`config.mk`:
```
export PLATFORM = sky130hd
export DESIGN_NAME = pwr_sleep_ctrl
export DESIGN_NICKNAME = d
export VERILOG_FILES = /design/src/rtl/pwr_sleep_pkg.sv /design/src/rtl/pwr_sleep_regs.sv /design/src/rtl/pwr_sleep_timer.sv /design/src/rtl/pwr_sleep_fsm.sv /design/src/rtl/pwr_sleep_outputs.sv /design/src/rtl/pwr_sleep_ctrl.sv
export SDC_FILE = /design/constraint.sdc
export NUM_CORES = 1
export LEC_CHECK = 0
export CAP_MARGIN = 10
export CELL_PAD_IN_SITES_DETAIL_PLACEMENT = 1
export CELL_PAD_IN_SITES_GLOBAL_PLACEMENT = 1
export CORE_MARGIN = 2
export CORE_UTILIZATION = 50
export CTS_CLUSTER_SIZE = 20
export DETAILED_ROUTE_END_ITERATION = 8
export DONT_BUFFER_PORTS = 1
export PLACE_DENSITY_LB_ADDON = 0.1
export SLEW_MARGIN = 20
export SYNTH_ARGS = -nofsm -noshare
export SYNTH_HDL_FRONTEND = slang
export SYNTH_SLANG_ARGS = --single-unit
```
`constraint.sdc`:
```
create_clock -name clk -period 4.12 [get_ports clk]
set_input_delay 0.412 -clock clk [delete_from_list [all_inputs] [get_ports clk]]
set_output_delay 0.412 -clock clk [all_outputs]
set_load 0.005 [all_outputs]
```
`src/rtl/pwr_sleep_pkg.sv`:
```
// Shared types for the sleep/wakeup power controller.
// Assumes a 2-bit register address space and at most four RAM pages.
package pwr_sleep_pkg;

    typedef enum logic [1:0] {
        PS_AWAKE      = 2'd0,
        PS_ENTRY_SYNC = 2'd1,
        PS_ASLEEP     = 2'd2,
        PS_WAKE_SYNC  = 2'd3
    } pwr_state_e;

    localparam logic [1:0] RA_MODE     = 2'd0;
    localparam logic [1:0] RA_WAKE_CTL = 2'd1;
    localparam logic [1:0] RA_TIMEOUT  = 2'd2;
    localparam logic [1:0] RA_STATUS   = 2'd3;

    // Mode word field positions; the bench and software rely on them.
    localparam int MB_HIB   = 0;
    localparam int MB_DOZE  = 1;
    localparam int MB_RAM   = 4;
    localparam int MB_STATE = 6;
    localparam int MB_PAD   = 7;

    typedef struct packed {
        logic       pad_keep;
        logic       state_keep;
        logic [1:0] ram_sel;
        logic       hib;
    } sleep_cfg_t;

endpackage

```
`src/rtl/pwr_sleep_regs.sv`:
```
// Register file and bus decode.
// Holds the mode word, the wake enable and the timeout, and decodes
// sleep requests and status acknowledges. A mode write is accepted only
// while mode_wr_allow is high. Reads are combinational from bus_addr.
module pwr_sleep_regs
    import pwr_sleep_pkg::*;
#(
    parameter int DATA_W = 32,
    parameter int TMR_W  = 32
) (
    input  logic              clk,
    input  logic              rst_n,
    input  logic              bus_wr,
    input  logic [1:0]        bus_addr,
    input  logic [DATA_W-1:0] bus_wdata,
    input  logic              mode_wr_allow,
    input  logic              sync_flag,
    output logic [DATA_W-1:0] bus_rdata,
    output logic              wake_en,
    output logic [TMR_W-1:0]  timeout,
    output logic              mode_req,
    output sleep_cfg_t        req_cfg,
    output logic              status_ack
);

    logic [7:0] mode_word;
    logic       wr_mode;

    assign wr_mode = bus_wr && (bus_addr == RA_MODE) && mode_wr_allow;

    // A request needs at least one depth bit in the written word.
    assign mode_req   = wr_mode && (bus_wdata[MB_HIB] || bus_wdata[MB_DOZE]);
    // Only a written 1 acknowledges; a written 0 is dropped here.
    assign status_ack = bus_wr && (bus_addr == RA_STATUS) && bus_wdata[0];

    // Decode the requested configuration straight from the write data.
    always_comb begin
        req_cfg.hib        = bus_wdata[MB_HIB];
        req_cfg.ram_sel    = bus_wdata[MB_RAM +: 2];
        req_cfg.state_keep = bus_wdata[MB_STATE];
        req_cfg.pad_keep   = bus_wdata[MB_PAD];
    end

    // Store the mode word on accepted writes.
    always_ff @(posedge clk) begin
        if (!rst_n) begin
            mode_word <= '0;
        end else if (wr_mode) begin
            mode_word <= bus_wdata[7:0];
        end
    end

    // Store the wake enable and the timeout on any write.
    always_ff @(posedge clk) begin
        if (!rst_n) begin
            wake_en <= 1'b0;
            timeout <= '0;
        end else if (bus_wr) begin
            if (bus_addr == RA_WAKE_CTL) wake_en <= bus_wdata[0];
            if (bus_addr == RA_TIMEOUT)  timeout <= bus_wdata[TMR_W-1:0];
        end
    end

    // Return the addressed register.
    always_comb begin
        bus_rdata = '0;
        case (bus_addr)
            RA_MODE:     bus_rdata[7:0] = mode_word;
            RA_WAKE_CTL: bus_rdata[0]   = wake_en;
            RA_TIMEOUT:  bus_rdata      = DATA_W'(timeout);
            default:     bus_rdata[0]   = sync_flag;
        endcase
    end

endmodule

```
`src/rtl/pwr_sleep_timer.sv`:
```
// Wake countdown timer.
// Loads the timeout at power-down and decrements once per sleep tick
// while running. It expires on a tick that takes the count to zero, or
// that finds it already zero, with the enable set.
module pwr_sleep_timer #(
    parameter int TMR_W = 32
) (
    input  logic             clk,
    input  logic             rst_n,
    input  logic             load,
    input  logic [TMR_W-1:0] load_val,
    input  logic             run,
    input  logic             tick,
    input  logic             en,
    output logic             expire
);

    logic [TMR_W-1:0] cnt;

    // Expiry: a counted tick with the count at one or at zero.
    assign expire = run && tick && en && (cnt <= TMR_W'(1));

    // Load at entry, otherwise count down and stop at zero.
    always_ff @(posedge clk) begin
        if (!rst_n) begin
            cnt <= '0;
        end else if (load) begin
            cnt <= load_val;
        end else if (run && tick && (cnt != '0)) begin
            cnt <= cnt - TMR_W'(1);
        end
    end

endmodule

```
`src/rtl/pwr_sleep_fsm.sv`:
```
// Power sequencing state machine.
// The four states are awake, entry-sync, asleep and wake-sync. The sync
// flag is high exactly in the two sync states. It latches the sleep
// configuration when a request is accepted.
module pwr_sleep_fsm
    import pwr_sleep_pkg::*;
(
    input  logic       clk,
    input  logic       rst_n,
    input  logic       mode_req,
    input  sleep_cfg_t req_cfg,
    input  logic       status_ack,
    input  logic       timer_expire,
    output pwr_state_e state,
    output sleep_cfg_t cfg,
    output logic       sync_flag,
    output logic       timer_load,
    output logic       timer_run
);

    pwr_state_e state_nx;

    assign sync_flag  = (state == PS_ENTRY_SYNC) || (state == PS_WAKE_SYNC);
    assign timer_load = (state == PS_ENTRY_SYNC) && status_ack;
    assign timer_run  = (state == PS_ASLEEP);

    // Next-state selection.
    always_comb begin
        state_nx = state;
        case (state)
            PS_AWAKE:      if (mode_req)     state_nx = PS_ENTRY_SYNC;
            PS_ENTRY_SYNC: if (status_ack)   state_nx = PS_ASLEEP;
            PS_ASLEEP:     if (timer_expire) state_nx = PS_WAKE_SYNC;
            default:       if (status_ack)   state_nx = PS_AWAKE;
        endcase
    end

    // State register.
    always_ff @(posedge clk) begin
        if (!rst_n) state <= PS_AWAKE;
        else        state <= state_nx;
    end

    // Latch the requested configuration when leaving the awake state.
    always_ff @(posedge clk) begin
        if (!rst_n) begin
            cfg <= '0;
        end else if ((state == PS_AWAKE) && mode_req) begin
            cfg <= req_cfg;
        end
    end

endmodule

```
`src/rtl/pwr_sleep_outputs.sv`:
```
// Power domain output decode.
// Outputs are combinational from the sleeping state and the latched
// configuration. Page p keeps power when p is at most ram_sel.
// Assumes NUM_PAGES is at most 4.
module pwr_sleep_outputs
    import pwr_sleep_pkg::*;
#(
    parameter int NUM_PAGES = 4
) (
    input  logic                 sleeping,
    input  sleep_cfg_t           cfg,
    output logic [NUM_PAGES-1:0] ram_pwr_en,
    output logic                 core_state_ret,
    output logic                 pad_pwr_en,
    output logic                 hibernate_on,
    output logic                 doze_on
);

    // One enable per page.
    for (genvar p = 0; p < NUM_PAGES; p++) begin : g_page
        localparam logic [1:0] P_IDX = 2'(p);
        assign ram_pwr_en[p] = !sleeping || (P_IDX <= cfg.ram_sel);
    end

    // Domain-level controls.
    always_comb begin
        core_state_ret = sleeping && cfg.state_keep;
        pad_pwr_en     = !sleeping || cfg.pad_keep;
        hibernate_on   = sleeping && cfg.hib;
        doze_on        = sleeping && !cfg.hib;
    end

endmodule

```
`src/rtl/pwr_sleep_ctrl.sv`:
```
// Sleep and wakeup power controller, top level.
// Connects the register file, the sequencer, the wake timer and the
// output decode. sleep_tick must be a single-cycle pulse in clk domain.
module pwr_sleep_ctrl
    import pwr_sleep_pkg::*;
#(
    parameter int DATA_W    = 32,
    parameter int TMR_W     = 32,
    parameter int NUM_PAGES = 4
) (
    input  logic                 clk,
    input  logic                 rst_n,
    input  logic                 bus_wr,
    input  logic [1:0]           bus_addr,
    input  logic [DATA_W-1:0]    bus_wdata,
    output logic [DATA_W-1:0]    bus_rdata,
    input  logic                 sleep_tick,
    output logic [NUM_PAGES-1:0] ram_pwr_en,
    output logic                 core_state_ret,
    output logic                 pad_pwr_en,
    output logic                 sleep_active,
    output logic                 hibernate_on,
    output logic                 doze_on
);

    pwr_state_e       state;
    sleep_cfg_t       cfg;
    sleep_cfg_t       req_cfg;
    logic             sync_flag;
    logic             wake_en;
    logic [TMR_W-1:0] timeout;
    logic             mode_req;
    logic             status_ack;
    logic             timer_load;
    logic             timer_run;
    logic             timer_expire;

    // The sleep configuration applies from commit until wake acknowledge.
    assign sleep_active = (state == PS_ASLEEP) || (state == PS_WAKE_SYNC);

    pwr_sleep_regs #(.DATA_W(DATA_W), .TMR_W(TMR_W)) u_regs (
        .clk(clk), .rst_n(rst_n), .bus_wr(bus_wr), .bus_addr(bus_addr),
        .bus_wdata(bus_wdata), .mode_wr_allow(state == PS_AWAKE),
        .sync_flag(sync_flag), .bus_rdata(bus_rdata), .wake_en(wake_en),
        .timeout(timeout), .mode_req(mode_req), .req_cfg(req_cfg),
        .status_ack(status_ack)
    );

    pwr_sleep_fsm u_fsm (
        .clk(clk), .rst_n(rst_n), .mode_req(mode_req), .req_cfg(req_cfg),
        .status_ack(status_ack), .timer_expire(timer_expire),
        .state(state), .cfg(cfg), .sync_flag(sync_flag),
        .timer_load(timer_load), .timer_run(timer_run)
    );

    pwr_sleep_timer #(.TMR_W(TMR_W)) u_timer (
        .clk(clk), .rst_n(rst_n), .load(timer_load), .load_val(timeout),
        .run(timer_run), .tick(sleep_tick), .en(wake_en),
        .expire(timer_expire)
    );

    pwr_sleep_outputs #(.NUM_PAGES(NUM_PAGES)) u_out (
        .sleeping(sleep_active), .cfg(cfg), .ram_pwr_en(ram_pwr_en),
        .core_state_ret(core_state_ret), .pad_pwr_en(pad_pwr_en),
        .hibernate_on(hibernate_on), .doze_on(doze_on)
    );

endmodule

```
# Word level (Yosys, flattened, before mapping)
# Index checks and enable logic that the tools add are counted.
[totals]
reg_bits = 80
in_bits = 38
output_inout_bits = 41
wordCells = 66
[op_classes]
n_addsub = 1
n_lt_le_gt_ge = 5
n_eq_ne = 9
mux = 10
reduce_logical = 32
[ops]
columns = ["operator", "n"]
rows = [
  ["32-bit 2-to-1 mux", 2],
  ["32-bit by 1-bit <= comparator with 1-bit output, second input constant", 1],
  ["32-bit nonzero test", 1],
  ["32-bit by 1-bit subtractor with 32-bit output, second input constant", 1],
  ["24-bit 2-to-1 mux", 1],
  ["1-bit logical AND", 14],
  ["7-bit case mux with 2 select lines", 1],
  ["2-bit equality test, second input constant", 4],
  ["1-bit logical OR", 8],
  ["2-bit 2-to-1 mux", 4],
  ["2-bit case mux with 3 select lines", 1],
  ["2-bit by 1-bit equality test with 1-bit output, second input constant", 2],
  ["1-bit by 2-bit <= comparator with 1-bit output, first input constant", 2],
  ["2-bit <= comparator, first input constant", 2],
  ["2-bit logical NOT", 2],
  ["2-bit by 1-bit inequality test with 1-bit output, second input constant", 2],
  ["2-bit AND reduction", 2],
  ["4-bit AND reduction", 1],
  ["1-bit case mux with 3 select lines", 1],
  ["3-bit nonzero test", 1],
  ["1-bit logical NOT", 2],
  ["2-bit inequality test, second input constant", 1],
  ["2-bit nonzero test", 1],
]

# Depth between registers and ports, before layout
# Gate-level depths: netlist of run 1.
[logic_depth]
ltp_word = 6
depth_mapped = 9
mapped_depth_nobuf = 7

# Modules after synthesis
# Synthesis of run 1 repeated with hierarchy kept, for this count alone.
[hier_totals]
hier_cells = 514
area_unflattened_um2 = 4350.4
[by_module_without_submodules]
columns = ["mod", "n_inst", "cells_per_inst", "area_each_um2", "seq_area_each_um2"]
rows = [
  ["pwr_sleep_regs", 1, 223, 1969.4, 820.8],
  ["pwr_sleep_timer", 1, 235, 1915.6, 640.6],
  ["pwr_sleep_fsm", 1, 45, 394.1, 140.1],
  ["pwr_sleep_outputs", 1, 9, 63.8, 0.0],
  ["pwr_sleep_ctrl", 1, 2, 7.5, 0.0],
]

# Least setup slack after synthesis of run 1
# OpenSTA, ideal clock, no wires.
[synth_timing]
kind = "reg-to-reg"
start = "register u_timer.cnt[4]"
end = "register u_timer.cnt[21]"
setup_ns = 0.074
arrival_ns = 2.657
required_time_ns = 4.046
setup_slack_ns = 1.388
path_stages_with_launch = 9
n_path_buf = 3
period_less_slack_ns = 2.732
path_cell_list = "dfxtp_1 or4_1 buf_2 or3_1 buf_2 or4_4 buf_6 or4_1 a31oi_1"
[synth_via]
elab_chain_cells = 3
word_cells_on_any_way = 6
classes_between = "1 x add/sub; 2 x mux; 3 x reduce/logical"
[synth_rtl]
columns = ["element", "line_no", "text"]
rows = [
  ["start, declared", "pwr_sleep_timer.sv:18", "logic [TMR_W-1:0] cnt;"],
  ["start signal, assigned", "pwr_sleep_timer.sv:28", "cnt <= load_val;"],
  ["start signal, assigned", "pwr_sleep_timer.sv:30", "cnt <= cnt - TMR_W'(1);"],
  ["32-bit by 1-bit subtractor with 32-bit output / 32-bit nonzero test (equally long branches)", "pwr_sleep_timer.sv:30, pwr_sleep_timer.sv:29", ""],
  ["32-bit 2-to-1 mux / 1-bit logical AND (equally long branches)", "pwr_sleep_timer.sv:29", "end else if (run && tick && (cnt != '0)) begin"],
  ["32-bit 2-to-1 mux / 2-bit nonzero test (equally long branches)", "--", ""],
]
# Parallel ways exist; a longest one is shown, timed or not. The select of a mux whose other input is x is not followed.
# A chain may end at the register's enable or synchronous reset.

# Final worst setup path of run 1
[layout_timing]
start = "register u_timer.cnt[4]"
end = "register u_timer.cnt[31]"
# The elaborated chain is that of the path after synthesis.

==> results_dict.tcl, run 1 <==
set metrics [dict create \
    final_common_cell "nand2_1" \
    finalNetCount 528 \
    tns_ps 0 \
    clk_latency_ps 350 \
    drive_above_1_share_pct 6.76 \
    maxCapViolations 0 \
    post_cts_buffers 0 \
    dp_cells 574 \
    placed_cell_area_mm2 0.00399 \
    die_x_um 93.3 \
    final_cell_mix "90 x nand2_1, 80 x dfxtp_1, 47 x a21oi_1" \
    crit_path_top_delay_cell "or4_1" \
    clock_sinks 80 \
    min_path_type "input pin to flip-flop" \
    postSynthCellCount 506 \
    p_sw_share_pct 32.9 \
    arrival_ps 3270 \
    grt_pass1_wl_um 17500 \
    initial_core_util_pct 51.6 \
    fin_cells 590 \
    nFillCells 970 \
    num_vias 3593 \
    track_usage_pct 25.4 \
    post_cts_resized 0 \
    final-setup-viol-count 0 \
    seq_area_frac_synth_pct 40.2 \
    crit_required_ps 4400 \
    cts-root-buf "clkbuf_8" \
    die_h_um 93.3 \
    max_slew_margin_pct 41.2 \
    hold_viol 0 \
    dieArea_mm2 0.00870 \
    worst-path-max-fanout 14 \
    fp-row-count 32 \
    synth_edf_count 0 \
    p_int_uw 1230 \
    synthesis.area_mm2 0.00399 \
    ys_async_sr_fraction_pct 0 \
    grt-ovfl-total 0 \
    ys.warnings.count 0 \
    pwr-share-clk_pct 31.8 \
    rsz0062_at_grt "false" \
    fin_ws_ps 1140 \
    drtIter0Drc 192 \
    period_share_pct 72.4 \
    firstDrtPassIters 4 \
    timing.rr.end "u_timer.cnt[31]$_SDFFE_PN0P_" \
    synth_cell_type_count 47 \
    finalCriticalPeriod_ps 2980 \
    ios 79 \
    cp_cell_sequence "or4_1 -> or3_1 -> or4_4 -> or4_1 -> a31oi_1" \
    min_to "u_regs.timeout[15]$_SDFFE_PN0P_" \
    ys_top_cells_by_area "dfxtp_1 40%, nand2_1 8.6%, a21oi_1 5.9%" \
    reg2reg_slack_ps 1140 \
    ir_drop_mv 0.198 \
    busiest_layer "met2" \
    place.gp.congestion 0.807 \
    pwr-share-comb_pct 21.7 \
    pre_cts_ws_ps 1130 \
    crit_path_max_incr_delay_ps 700 \
    antenna_found_initial 0 \
    cts_hold_buffers 0 \
    cts_buffer_depth 2 \
    cpMostUsedCell "or4_1" \
    antenna_left 0 \
    maxSlewViolCount 0 \
    htree_levels 3 \
    worst_slew_pin_slew_ps 881 \
    met2_usage_pct 42.1 \
    wire_per_inst_um 18.2 \
    drt-total-wl_um 10700 \
    grt_use_met3_pct 6.85 \
    yosys.area.top_type "dfxtp_1" \
    fmax_ghz 0.335 \
    core_region_area_mm2 0.00773 \
    syn_to_final_growth_pct 5.34 \
    min_path_cells 2 \
    viasPerCell 6.09 \
    cts_buffers 9 \
    place_hpwl_um 7670 \
    powerDensity_mw_per_mm2 438 \
    cts_tree "built" \
    reg2regPathDepth 5 \
    port_buffers 0 \
    grt_max_degree 67 \
    rr_startpoint "u_timer.cnt[4]$_SDFFE_PN0P_" \
    status "complete, no violations" \
    synth_ff_type "dfxtp_1" \
    finalInstanceArea_mm2 0.00420 \
    drc 0 \
    clock_skew_ps 9.06 \
    grt_pass1_vias 3470 \
    p_switching_uw 605 \
    diodes 0 \
    synth_top_cell_area_share_pct 40.2 \
    cp-end-kind "flip-flop" \
    holdWs_ps 185 \
    min_from "bus_wdata[15]" \
    syn-num-nets 551 \
    start_kind "flip-flop" \
    clk_pin_slew_ps 90 \
    path_class "flip-flop to flip-flop" \
    ys_ff_latch 80 \
    p_leak_uw 0.00152 \
    power_frac_seq_pct 46.5 \
    synth_area_per_cell_um2 7.88 \
    grt_util_met1_pct 33.0 \
]
## how the worst max path moves through the flow
stage          depth (start not counted)  slack [ps]                         start                            to
3_3_place_gp                           5        1230   u_timer.cnt[4]$_SDFFE_PN0P_  u_timer.cnt[31]$_SDFFE_PN0P_
4_1_cts                                5        1120  u_timer.cnt[19]$_SDFFE_PN0P_  u_timer.cnt[10]$_SDFFE_PN0P_
3_5_place_dp                           5        1130  u_timer.cnt[19]$_SDFFE_PN0P_  u_timer.cnt[10]$_SDFFE_PN0P_
2_1_floorplan                          8        1390   u_timer.cnt[4]$_SDFFE_PN0P_  u_timer.cnt[21]$_SDFFE_PN0P_
5_1_grt                                6         960  u_timer.cnt[19]$_SDFFE_PN0P_  u_timer.cnt[11]$_SDFFE_PN0P_
6_report                               5        1140   u_timer.cnt[4]$_SDFFE_PN0P_  u_timer.cnt[31]$_SDFFE_PN0P_
## cells by family after synthesis
group,share of synthesized area (%)
and+or+nand+nor,27.1
xor gates and xnor gates,1.54
AOI/OAI and AO/OA,20.3
buffers and inverters,4.71
muxes,3.83
DFF,40.2
adders and majority gates,2.20
other,0.0941
## flip-flops by register name, summed over array words and instances (netlist names)
signal / cells
u_fsm.state: 2
u_regs.mode_word: 8
u_timer.cnt: 32
u_fsm.cfg: 5
u_regs.timeout: 32
u_regs.wake_en: 1
## through the flow
stage	total power [uW]	util [%]
after floorplan	1190	-
after global placement	1240	51.6
after detailed placement	1260	51.6
after CTS	1850	54.2
after global routing	1940	54.3
final	1840	54.3
## layer usage
layer | up-vias | wire [um]
met5 | - | 0
met2 | 82 | 5060
met1 | 1744 | 5010
met4 | 0 | 74
met3 | 6 | 599
li1 | 1761 | -
## critical path: cells and delay by family (launching register included)
kind | cells | cell delay, ps
AND/OR/NAND/NOR | 4 | 2370
AO/OA/AOI/OAI | 1 | 160
flip-flops | 1 | 380
## synth_stat cells, types with 2 or more instances
cell type and count:
o21ai_0 35, or3_1 16, or4_1 22, nand4_1 3
nand3_1 2, nor2b_1 3, or2_2 8, clkbuf_1 31
a31oi_1 23, ha_1 7, nor3_1 7, xor2_1 6
buf_2 3, o31ai_1 18, inv_1 8, nand2_1 91
a211oi_1 2, a21oi_1 47, and2_1 25, dfxtp_1 80
o211ai_1 2, nor2_1 23, mux2i_1 13, o2111ai_1 3
and4_1 2, nor4_1 5
## area by class of cell
cell class,instances,area [um2],share of cell area [%]
Sequential cell,80,1600,38.2
Tap cell,102,128,3.04
Timing Repair Buffer,3,22.5,0.537
Clock inverter,6,70.1,1.67
Clock buffer,10,128,3.04
Multi-Input combinational cell,380,2210,52.8
Inverter,9,33.8,0.805
## power by group through the flow
stage	sequential, uW	combinational (uW)	clock, uW
after floorplan	858	337	0
after global placement	868	371	0
after detailed placement	872	390	0
after CTS	854	395	598
after global routing	861	444	632
final	855	399	584
Power figures use the tool's default switching activity.
==> run 2: changes to the inputs <==
--- a/config.mk
+++ b/config.mk
@@ -9,7 +9,7 @@
 export CELL_PAD_IN_SITES_DETAIL_PLACEMENT = 1
 export CELL_PAD_IN_SITES_GLOBAL_PLACEMENT = 1
 export CORE_MARGIN = 2
-export CORE_UTILIZATION = 50
+export CORE_UTILIZATION = 46
 export CTS_CLUSTER_SIZE = 20
 export DETAILED_ROUTE_END_ITERATION = 8
 export DONT_BUFFER_PORTS = 1
==> constraint.sdc (replaced) <==
create_clock -name clk -period 2.8 [get_ports clk]
set_input_delay 0.28 -clock clk [delete_from_list [all_inputs] [get_ports clk]]
set_output_delay 0.28 -clock clk [all_outputs]
set_load 0.005 [all_outputs]
==> results_dict.tcl, run 2 (synthesis results as in run 1) <==
set metrics [dict create \
    status "complete, no violations" \
    cts_tree "built" \
    crit_path_end "u_timer.cnt[31]$_SDFFE_PN0P_" \
    fmax_ghz 0.381 \
    place.gp.congestion 0.783 \
    diodes 0 \
    final-setup-viol-count 0 \
    core_region_area_mm2 0.00830 \
    rr_startpoint "u_timer.cnt[4]$_SDFFE_PN0P_" \
    total_power_uw 2660 \
    drt-total-wl_um 11400 \
    cts_buffers 9 \
    grt_max_degree 51 \
    clock_skew_ps 11.8 \
    wire_per_inst_um 18.8 \
    dp_cells 590 \
    antenna_found_initial 0 \
    finalCriticalPeriod_ps 2630 \
    multi_input_area_mm2 0.00220 \
    post_cts_buffers 0 \
    nFillCells 1031 \
    max_slew_margin_pct 40.6 \
    rsz0062_at_grt "false" \
    reg2regPathDepth 5 \
    worst-path-max-fanout 14 \
    die_x_um 97.1 \
    maxCapViolations 0 \
    fp-row-count 33 \
    ios 79 \
    reg2reg_slack_ps 170 \
    hold_viol 0 \
    path_class "flip-flop to flip-flop" \
    initial_core_util_pct 48.0 \
    finalNetCount 541 \
    crit_required_ps 3090 \
    num_vias 3684 \
    final_cell_mix "91 x nand2_1, 80 x dfxtp_1, 47 x a21oi_1" \
    tns_ps 0 \
    reg_top3 "u_regs.timeout: 32 flops, u_timer.cnt: 32 flops, u_regs.mode_word: 8 flops" \
    ir_drop_mv 0.260 \
    cts-root-buf "clkbuf_8" \
    htree_levels 3 \
    pre_cts_ws_ps 130 \
    viasPerCell 6.08 \
    clock_sinks 80 \
    drive_above_1_share_pct 8.38 \
    syn_to_final_growth_pct 6.78 \
    grt_pass1_wl_um 18600 \
    drc 0 \
    holdWs_ps 43.6 \
    p_leak_uw 0.00158 \
    period_share_pct 93.9 \
    antenna_left 0 \
    timing.rr.end "u_timer.cnt[31]$_SDFFE_PN0P_" \
    start_kind "flip-flop" \
    fin_cells 606 \
    track_usage_pct 24.1 \
    die_h_um 97.1 \
    grt_pass1_vias 3653 \
    dieArea_mm2 0.00942 \
    powerDensity_mw_per_mm2 625 \
    grt-ovfl-total 0 \
    min_path_type "input pin to flip-flop" \
    firstDrtPassIters 4 \
    clk_pin_slew_ps 90 \
    drtIter0Drc 104 \
    fin_ws_ps 172 \
    port_buffers 0 \
    cp-end-kind "flip-flop" \
    cts_buffer_depth 2 \
    final_common_cell "nand2_1" \
    regArea_mm2 0.00160 \
    maxSlewViolCount 0 \
    worst_slew_pin_slew_ps 889 \
    arrival_ps 2920 \
    place_hpwl_um 7990 \
    clk_latency_ps 360 \
    crit_path_start "u_timer.cnt[4]$_SDFFE_PN0P_" \
]
-- run 2: layer usage --
layer  global-route usage, %  wire length [um]  vias up
li1                        -                 -     1788
met1                    32.3              5260     1804
met2                    39.0              5480       75
met3                    3.81               400       17
met4                    9.53               234        0
met5                       0                 0        -
-- run 2: area by class of cell --
class / instances / area share, %
clock buffer: 11 / 3.09
clock inverter: 5 / 0.794
inverter: 9 / 0.794
multi-input combinational: 380 / 51.8
sequential: 80 / 37.6
tap: 105 / 3.09
timing repair buffer: 16 / 2.82
-- run 2: metrics by stage --
stage	util (%)	cell area, um2
6_report	51.3	4260
5_1_grt	51.3	4260
4_1_cts	51.3	4260
3_5_place_dp	49.3	4090
3_3_place_gp	49.3	4090
2_1_floorplan	-	3990
-- run 2: timing repair --
item,CTS,global route
endpoints found under the hold margin,0,0
endpoints found under the setup margin,0,1
hold buffers,0,0
resized for setup,0,0
-- run 2: how the worst min path moves through the flow --
stage,depth (start not counted),slack (ps),startpoint,end
floorplan,2,420,bus_wdata[2],u_regs.mode_word[2]$_SDFFE_PN0P_
global placement,2,420,bus_wdata[0],u_regs.timeout[0]$_SDFFE_PN0P_
detailed placement,2,420,bus_wdata[20],u_regs.timeout[20]$_SDFFE_PN0P_
CTS,2,30,bus_wdata[2],u_regs.timeout[2]$_SDFFE_PN0P_
global route,2,40,bus_wdata[17],u_regs.timeout[17]$_SDFFE_PN0P_
finish,2,40,bus_wdata[2],u_regs.timeout[2]$_SDFFE_PN0P_
-- run 2: worst max-delay path, stage by stage, from the launching register on --
cell,delay [ps]
dfxtp_1,380
or4_1,570
or3_1,390
or4_4,520
or4_1,540
a31oi_1,170
-- run 2: power breakdown --
group | internal (uW) | switching [uW]
registers | 1200 | 59.3
clock network | 321 | 442
logic | 236 | 402
